$ cat src/rtl/cap_pkg.sv
package cap_pkg;

    localparam int unsigned TIMER_W_DEF = 16;
    localparam int unsigned SYNC_STAGES_DEF = 2;

    // Qualified edge events seen by the capture store.
    typedef struct packed {
        logic rise;
        logic fall;
    } edge_ev_t;

endpackage

$ cat src/rtl/cap_sync.sv
module cap_sync #(
    parameter int unsigned STAGES = 2
) (
    input  logic clk,
    input  logic rst_n,
    input  logic async_i,
    output logic sync_o
);

    typedef struct packed {
        logic [STAGES-1:0] chain;
    } sync_st_t;

    sync_st_t st_d, st_q;

    generate
        if (STAGES == 1) begin : g_one
            always_comb begin
                st_d = st_q;
                st_d.chain[0] = async_i;
            end
        end else begin : g_many
            always_comb begin
                st_d = st_q;
                st_d.chain = {st_q.chain[STAGES-2:0], async_i};
            end
        end
    endgenerate

    always_ff @(posedge clk) begin
        if (!rst_n) begin
            st_q <= '0;
        end else begin
            st_q <= st_d;
        end
    end

    assign sync_o = st_q.chain[STAGES-1];

endmodule

$ cat src/rtl/cap_edge_detect.sv
module cap_edge_detect
    import cap_pkg::*;
(
    input  logic     clk,
    input  logic     rst_n,
    input  logic     sample_i,
    input  logic     rise_en_i,
    input  logic     fall_en_i,
    output edge_ev_t ev_o
);

    typedef struct packed {
        logic prev;
    } det_st_t;

    det_st_t st_d, st_q;
    edge_ev_t ev_raw;

    always_comb begin
        st_d = st_q;
        st_d.prev = sample_i;
        ev_raw.rise = sample_i & ~st_q.prev;
        ev_raw.fall = ~sample_i & st_q.prev;
        ev_o.rise = ev_raw.rise & rise_en_i;
        ev_o.fall = ev_raw.fall & fall_en_i;
    end

    always_ff @(posedge clk) begin
        if (!rst_n) begin
            st_q <= '0;
        end else begin
            st_q <= st_d;
        end
    end

    // a disabled edge kind never produces an event
    a_r5_rise_gated: assert property (@(posedge clk) disable iff (!rst_n)
        !rise_en_i |-> !ev_o.rise);
    a_r5_fall_gated: assert property (@(posedge clk) disable iff (!rst_n)
        !fall_en_i |-> !ev_o.fall);

endmodule

$ cat src/rtl/cap_store.sv
module cap_store
    import cap_pkg::*;
#(
    parameter int unsigned TIMER_W = 16
) (
    input  logic               clk,
    input  logic               rst_n,
    input  edge_ev_t           ev_i,
    input  logic [TIMER_W-1:0] timer_i,
    input  logic               clr_i,
    output logic [TIMER_W-1:0] cap_o,
    output logic               flag_o
);

    typedef struct packed {
        logic [TIMER_W-1:0] cap;
        logic               flag;
    } store_st_t;

    store_st_t st_d, st_q;
    logic      fire;

    always_comb begin
        st_d = st_q;
        fire = ev_i.rise | ev_i.fall;
        if (fire) begin
            st_d.cap = timer_i;
        end
        // capture wins over a coincident clear
        if (fire) begin
            st_d.flag = 1'b1;
        end else if (clr_i) begin
            st_d.flag = 1'b0;
        end
    end

    always_ff @(posedge clk) begin
        if (!rst_n) begin
            st_q <= '0;
        end else begin
            st_q <= st_d;
        end
    end

    assign cap_o  = st_q.cap;
    assign flag_o = st_q.flag;

    // the capture register holds the timer value from the capturing edge
    a_r2_loads_timer: assert property (@(posedge clk) disable iff (!rst_n)
        (ev_i.rise | ev_i.fall) |=> cap_o == $past(timer_i));
    // no event means the stored value is left alone
    a_r5_cap_hold: assert property (@(posedge clk) disable iff (!rst_n)
        !(ev_i.rise | ev_i.fall) |=> $stable(cap_o));
    // flag is sticky without a clear
    a_r6_flag_sticky: assert property (@(posedge clk) disable iff (!rst_n)
        (flag_o && !clr_i) |=> flag_o);
    // clear without capture drops the flag
    a_r7_clear: assert property (@(posedge clk) disable iff (!rst_n)
        (clr_i && !(ev_i.rise | ev_i.fall)) |=> !flag_o);
    // capture beats a coincident clear
    a_r8_capture_wins: assert property (@(posedge clk) disable iff (!rst_n)
        (clr_i && (ev_i.rise | ev_i.fall)) |=> flag_o);

endmodule

$ cat src/rtl/cap_channel.sv
module cap_channel
    import cap_pkg::*;
#(
    parameter int unsigned TIMER_W     = TIMER_W_DEF,
    parameter int unsigned SYNC_STAGES = SYNC_STAGES_DEF
) (
    input  logic               clk,
    input  logic               rst_n,
    input  logic [TIMER_W-1:0] timer_i,
    input  logic               pin_i,
    input  logic               rise_en_i,
    input  logic               fall_en_i,
    input  logic               irq_en_i,
    input  logic               flag_clr_i,
    output logic [TIMER_W-1:0] cap_o,
    output logic               flag_o,
    output logic               irq_o
);

    logic     pin_sync;
    edge_ev_t ev;

    cap_sync #(
        .STAGES (SYNC_STAGES)
    ) u_sync (
        .clk     (clk),
        .rst_n   (rst_n),
        .async_i (pin_i),
        .sync_o  (pin_sync)
    );

    cap_edge_detect u_edge (
        .clk       (clk),
        .rst_n     (rst_n),
        .sample_i  (pin_sync),
        .rise_en_i (rise_en_i),
        .fall_en_i (fall_en_i),
        .ev_o      (ev)
    );

    cap_store #(
        .TIMER_W (TIMER_W)
    ) u_store (
        .clk     (clk),
        .rst_n   (rst_n),
        .ev_i    (ev),
        .timer_i (timer_i),
        .clr_i   (flag_clr_i),
        .cap_o   (cap_o),
        .flag_o  (flag_o)
    );

    assign irq_o = irq_en_i & flag_o;

    // a request is never raised while interrupts are disabled
    a_r9_irq_needs_enable: assert property (@(posedge clk) disable iff (!rst_n)
        !irq_en_i |-> !irq_o);
    // the outputs are clear on the first cycle after reset
    a_r1_reset_state: assert property (@(posedge clk)
        !rst_n |=> (cap_o == '0 && !flag_o));

endmodule

$ cat config.mk
export PLATFORM = sky130hd
export DESIGN_NAME = cap_channel
export DESIGN_NICKNAME = d
export VERILOG_FILES = /design/src/rtl/cap_pkg.sv /design/src/rtl/cap_sync.sv /design/src/rtl/cap_edge_detect.sv /design/src/rtl/cap_store.sv /design/src/rtl/cap_channel.sv
export SDC_FILE = /design/constraint.sdc
export NUM_CORES = 1
export LEC_CHECK = 0
export ABC_AREA = 1
export BUFFER_PORTS_ARGS = -buffer_cell sky130_fd_sc_hd__buf_2
export CAP_MARGIN = 10
export CORE_AREA = 2 2 58 74
export DETAILED_ROUTE_END_ITERATION = 7
export DIE_AREA = 0 0 60 76
export PLACE_DENSITY = 0.5
export SYNTH_ARGS = -nofsm -noshare
export SYNTH_HDL_FRONTEND = slang
export SYNTH_SLANG_ARGS = --single-unit
$ cat constraint.sdc
create_clock -name clk -period 2.8 [get_ports clk]
set_input_delay 0 -clock clk [delete_from_list [all_inputs] [get_ports clk]]
set_output_delay 0 -clock clk [all_outputs]
set_load 0.02 [all_outputs]
# Word-level counts from Yosys, hierarchy flattened

Cells that the tools add are included.

Register bits: 20
Bits of input ports: 23
Output and inout port bits: 18
Word-level logic and storage cells: 15

Multiplexer cells: 2
Bitwise logic cells: 8
Reductions and logical operators: 1

Operators with widths:

| cell              | number |
|---|---|
| $and 1x1->1       | 5 |
| $mux 1            | 2 |
| $not 1->1         | 2 |
| $reduce_bool 2->1 | 1 |
| $or 1x1->1        | 1 |

# Depth between registers and ports, before layout

Gate-level depths: netlist of run 1.

Depth in word-level cells: 5
Gate-level depth with buffers: 6
Mapped depth without buffers: 5

# Hierarchy

Synthesis of run 1 repeated with hierarchy kept, for this count alone.

Cells, all modules: 121
Area total of the unflattened synthesis: 820.8 µm²

By module, submodules not included:

| module          | instances | cells an instance | area an instance (µm²) |
|---|---|---|---|
| cap_store       | 1         | 106               | 715.7 |
| cap_sync        | 1         | 6                 | 55.1 |
| cap_edge_detect | 1         | 7                 | 42.5 |
| cap_channel     | 1         | 2                 | 7.5 |

# Least setup slack after synthesis of run 1

No wires, ideal clock.

Path kind: register -> register
Start: reg u_sync.st_q[1] in the netlist's numbering
End: reg u_store.st_q (netlist bit u_store.cap_o[10])
Setup time: 115 ps
Arrival: 816 ps
Required time: 2685 ps
Slack: 1869 ps
Cell stages (with the launch flop): 6
Cell sequence: dfxtp_1 inv_2 nand3_4 buf_6 a21oi_1 nor2_1

Longest elaborated chain between the ends: 4
Elaborated cells between the ends (all ways): 6
Those cells by class: bitwise (6)

RTL lines:

| item                   | RTL line              | source |
|---|---|---|
| start, declared        | cap_sync.sv:14        | `sync_st_t st_d, st_q;` |
| start signal, assigned | cap_sync.sv:34        | `st_q <= st_d;` |
| $not 1->1              | cap_edge_detect.sv:23 | `ev_raw.fall = ~sample_i & st_q.prev;` |
| $and 1x1->1            | cap_edge_detect.sv:23 |  |
| $and 1x1->1            | cap_edge_detect.sv:25 | `ev_o.fall = ev_raw.fall & fall_en_i;` |
| $or 1x1->1 (*)         | cap_store.sv:25       | `fire = ev_i.rise \| ev_i.fall;` |
| end signal, assigned   | cap_store.sv:41       | `st_q <= st_d;` |
| end, declared          | cap_store.sv:20       | `store_st_t st_d, st_q;` |

Mark *: on every way between the ends. The rest lies on a longest branch, timed or not.
A chain may end at the register's enable or synchronous reset.

# Worst setup path in the final report of run 1

Start: reg u_sync.st_q[1] in the netlist's numbering
End: reg u_store.st_q (netlist bit u_store.cap_o[0])

Same word-level chain as after synthesis.

==> metrics.txt, run 1 <==
Area growth, synth to finish 44.9%; nets 202; routing usage on met3 0.0187; Crit path arrival time 1.30 ns; Antenna Nets Post-Route 0; IR drop worst, VDD about 0.17 mV; WL per Instance roughly 9 um; most frequent cells in the layout buf_2 (40), inv_1 (23), nand2_1 (21); met2 usage 0.157; Setup Buffers After CTS 0; most common cell after layout, fill and taps aside buf_2; Overall Global Routing Usage 0.0963; Die Y 76 um; DRC viols 0; worst hold path type primary input to flip-flop; DP Area between 0.001 and 0.0015 sq mm; register area share after synthesis 0.430; Port Buffers 40; core area 0.00394 sq mm; DR vias/cell 3.80; Syn. warnings 0; highest clock rate 868 MHz; clk sinks 20; Die Wd 60 um; CTS Buf Count 3; GRT busiest layer met2; post-route insts no fill 234; minimum clock period around 1.2 ns; pin count of the biggest net entering global routing 34; endpoints failing hold 0; worst hold path cell count 4; Startpoint Class flip-flop; library cells used by synthesis 12; TNS Setup 0 ns; dpl cells 213; global placement routability congestion 0.665; first-pass GRT wire length between 3000 and 4000 um; pre-CTS setup slack 1.66 ns; row count 26; htree depth 1; final core occ 0.343; DRT Wirelength 2080 um; layout cells sized above 1 0.287; met1 Track Usage GR 0.114; critical path fanouts, max 33; r2r endpoint u_store.cap_o[0]$_SDFFE_PN0P_; Reg2Reg Depth 4; fin area 0.00135 sq mm; drt initial violations 24; #FFs+latches synth 20; worst slew pin tran 0.373 ns; critical path required time 2.95 ns; final worst slack 1.65 ns; RSZ-0062 raised after global routing false; drt pass-1 iters 2; Worst Setup Path Type flip-flop to flip-flop; critical path endpoint category flip-flop; syn nets 148; n_diodes 0; Tcrit/Tclk final 0.411; Gate Count Post-Synth between 100 and 150; Initial Utilization 0.236; hold endpoint u_store.flag_o$_SDFFE_PN0P_; Root Driver clkbuf_8; number of max-cap violations 0; grt total ovfl 0; antenna violations before repair 0; max-slew violation count 0; hold_sp flag_clr_i; CTS Hold Bufs 17; via count ~900; Worst Setup SP u_sync.st_q[1]$_SDFF_PN0_; vias in the first global route 834; Post-CTS Resized 0; CTS tree done; Clock transition at path regs 0.07 ns; PwrDens 465 mW/mm^2; Fin Clk Skew around 0.0036 ns; max_slew headroom 0.751; LEAKAGE around 0.75 nW; Reg-to-Reg Start u_sync.st_q[1]$_SDFF_PN0_; DP HPWL 1440 um; setup violators final 0; clk buf depth 2; Filler Cell Count ~440; status complete, no violations; Post-Syn Area just over 900 sq um; IO Pins 41; worst-skew pair later-pin latency around 0.25 ns; R2R Setup Slk 1.65 ns; die area around 0.0046 sq mm; Post-Syn Area per Cell 7.45 sq um
[power breakdown]
group / internal [W] / total, W / leakage [nW] / switching [W]
Combinational: 0.0000499 / 0.000103 / 0.556 / 0.0000530
Clock: 0.000125 / 0.000218 / 0.0288 / 0.0000932
Sequential: 0.000298 / 0.000306 / 0.163 / 0.00000722
[kinds of logic (layout without fill, tap and decap cells)]
family / after synthesis / after routing / synth area share
flip-flops: 20 / 20 / 0.430
AND/OR/NAND/NOR: 56 / 56 / 0.298
buffers and inverters: 32 / 85 / 0.180
AO/OA/AOI/OAI: 17 / 17 / 0.0914
[stage by stage]
stage | total power [W] | hold WS [ns]
after floorplan | 0.000367 | 0.0976
after global placement | 0.000399 | 0.183
after detailed placement | 0.000398 | 0.187
after CTS | 0.000637 | 0.0680
after global routing | 0.000658 | 0.0931
final | 0.000627 | 0.0697
[per-layer routing]
metal | wire length [um] | vias to the layer above
met3 | 104 | 2
li1 | - | 485
met4 | 23 | 0
met5 | 0 | -
met2 | 964 | 21
met1 | 988 | 382
[worst max-delay path by stage]
stage	to	slack, ns	cells past startpoint
global route	u_store.cap_o[9]$_SDFFE_PN0P_	1.51	5
detailed placement	u_store.cap_o[5]$_SDFFE_PN0P_	1.66	4
floorplan	u_store.cap_o[10]$_SDFFE_PN0P_	1.87	5
CTS	u_store.cap_o[5]$_SDFFE_PN0P_	1.65	4
global placement	u_store.cap_o[2]$_SDFFE_PN0P_	1.66	4
finish	u_store.cap_o[0]$_SDFFE_PN0P_	1.65	4
[state kept, by name, indices dropped and copies added (netlist names)]
register,count
u_store.cap_o,16
u_sync.st_q,2
u_edge.st_q,1
u_store.flag_o,1
[Yosys cell counts]
library cell	number	area, sq um
nor2_1	17	63.8
nand2_1	21	78.8
buf_6	6	67.6
a21oi_1	16	80.1
nand3_4	2	35.0
nand3_1	12	60.1
buf_2	2	10.0
inv_1	23	86.3
nand3_2	4	40.0
o21ai_0	1	5.00
dfxtp_1	20	400
inv_2	1	3.75
[critical path, stage by stage, from the launching register on]
cell and delay (ns):
dfxtp_1 0.35, inv_2 0.08, nand3_4 0.29, a21oi_1 0.27
nor2_1 0.06
[layout make-up]
class / count / area, sq um / area share
sequential: 20 / 400 / 0.297
timing repair buffer: 57 / 370 / 0.275
multi-input combinational: 73 / 363 / 0.269
inverter: 24 / 90.1 / 0.0668
tap: 56 / 70.1 / 0.0519
clock buffer: 4 / 55.1 / 0.0408
Power figures use the tool's default switching activity.
==> inputs of run 2 (changes only) <==
- clock period: 2.8 -> 1.2 ns (I/O delays scaled with it)
==> metrics.txt, run 2 (synthesized netlist as in run 1, its figures left out) <==
status complete, no violations; via count 916 (+2.9%); highest clock rate 942 MHz (+8.6%); max-slew violation count 0 (unchanged); worst slew pin tran 0.369 ns (-0.00359 ns); n_diodes 0 (unchanged); Filler Cell Count 440 (+0.46%); critical path fanouts, max 16 (-52%); max_slew headroom 0.754 (+0.00239); most common cell after layout, fill and taps aside buf_2; critical path required time 1.35 ns (-1.60 ns); die area 0.00456 sq mm (unchanged); clk buf depth 2 (unchanged); vias in the first global route 815 (-2.3%); global placement routability congestion 0.653 (-1.7%); endpoints failing hold 0 (unchanged); LEAKAGE 0.766 nW (+2.3%); grt total ovfl 0 (unchanged); Die Wd 60 um (unchanged); final worst slack 0.139 ns (-1.51 ns); Tcrit/Tclk final 0.884 (+0.473); setup violators final 0 (unchanged); CTS tree done; drt initial violations 7 (-71%); Antenna Nets Post-Route 0 (unchanged); most frequent cells in the layout buf_2 (40), inv_1 (22), nand2_1 (21); IO Pins 41 (unchanged); Clock transition at path regs 0.07 ns (about the same); WL per Instance 9.59 um (+7.9%); Crit path arrival time 1.21 ns (-0.09 ns); Initial Utilization 0.236 (unchanged); Die Y 76 um (unchanged); RSZ-0062 raised after global routing false; pre-CTS setup slack 0.0523 ns (-1.60 ns); DR vias/cell 3.86 (+1.6%); first-pass GRT wire length 3340 um (-2.6%); drt pass-1 iters 4 (+2); flip-flop count of the largest register after layout 16 (unchanged); layout cells sized above 1 0.309 (+0.0229); worst hold path type primary input to flip-flop; critical path endpoint category flip-flop; Root Driver clkbuf_8; worst-skew pair later-pin latency 0.25 ns (about the same); DRC viols 0 (unchanged); minimum clock period 1.06 ns (-0.0909 ns); DRT Wirelength 2270 um (+9.3%); htree depth 1 (unchanged); Fin Clk Skew 0.00375 ns (+0.000119 ns); TNS Setup 0 ns (unchanged); antenna violations before repair 0 (unchanged); Overall Global Routing Usage 0.0933 (-0.00304); nets 206 (+2.0%); Area growth, synth to finish 50.8%; Worst Setup Path Type flip-flop to flip-flop; number of max-cap violations 0 (unchanged); Startpoint Class flip-flop; DP HPWL 1410 um (-2.4%); IR drop worst, VDD 0.480 mV (+180%); Port Buffers 40 (unchanged); PwrDens 998 mW/mm^2 (+110%); CTS Buf Count 3 (unchanged); core area 0.00394 sq mm (unchanged); pin count of the biggest net entering global routing 34 (unchanged); row count 26 (unchanged); clk sinks 20 (unchanged)
==> run 2: cell types whose count changed in the layout (fill, tap and decap cells not counted) <==
cell	delta
buf_12	+2
dfxtp_1	-1
nand3_2	+1
nand3_4	+1
clkbuf_8	-1
inv_1	-1
inv_2	+1
dfxtp_2	+1
==> run 2: final cells by class <==
class,count,area (sq um),area share
timing repair buffer,59,410,0.292
sequential,20,402,0.286
multi-input combinational,75,390,0.278
inverter,24,90.1,0.0642
tap,56,70.1,0.0499
clock buffer,3,41.3,0.0294
==> run 2: path summary, 6_finish.rpt <==
kind,start,endpoint,slack [ns],cells past startpoint
hold reg to reg,u_sync.st_q[0]$_SDFF_PN0_,u_sync.st_q[1]$_SDFF_PN0_,0.42,2
setup / recovery,u_edge.st_q$_SDFF_PN0_,u_store.flag_o$_SDFFE_PN0P_,0.14,5
setup reg to reg,u_edge.st_q$_SDFF_PN0_,u_store.flag_o$_SDFFE_PN0P_,0.14,5
hold / removal,flag_clr_i,u_store.flag_o$_SDFFE_PN0P_,0.08,4
==> run 2: metrics by stage <==
step,instance area [sq um],total power (W),cells,util,hold slack [ns]
final,1400,0.00140,237,0.357,0.0847
after global routing,1400,0.00149,237,0.357,0.139
after CTS,1380,0.00142,235,0.349,0.0755
after detailed placement,1160,0.000934,215,0.296,0.186
after global placement,1160,0.000934,215,0.296,0.184
after floorplan,931,0.000857,125,-,0.0976
==> run 2: timing repair <==
item / in CTS / in global routing
endpoints found under the setup margin: 0 / 17
gates resized for setup: 0 / 3
hold buffers: 17 / 0
buffers inserted: 0 / 0
hold endpoints to repair: 17 / 0
==> run 2: power by group <==
group / total (W) / switching (W) / internal [W]
clock: 0.000435 / 0.000212 / 0.000223
sequential: 0.000715 / 0.0000185 / 0.000696
combinational: 0.000251 / 0.000130 / 0.000122
==> run 2: per-layer routing <==
metal | part of all wire | global-route usage | routed length [um]
met1 | 0.46 | 0.114 | 1060
met2 | 0.47 | 0.150 | 1080
met3 | 0.050 | 0.0187 | 113
met4 | 0.010 | 0.0467 | 23
met5 | 0 | 0 | 0
==> run 2: worst max-delay path, stage by stage, from the launching register on <==
cell     delay (ns)
dfxtp_1        0.38
inv_2          0.10
nand3_4        0.21
nand2_1        0.07
o21ai_0        0.14
inv_1          0.05
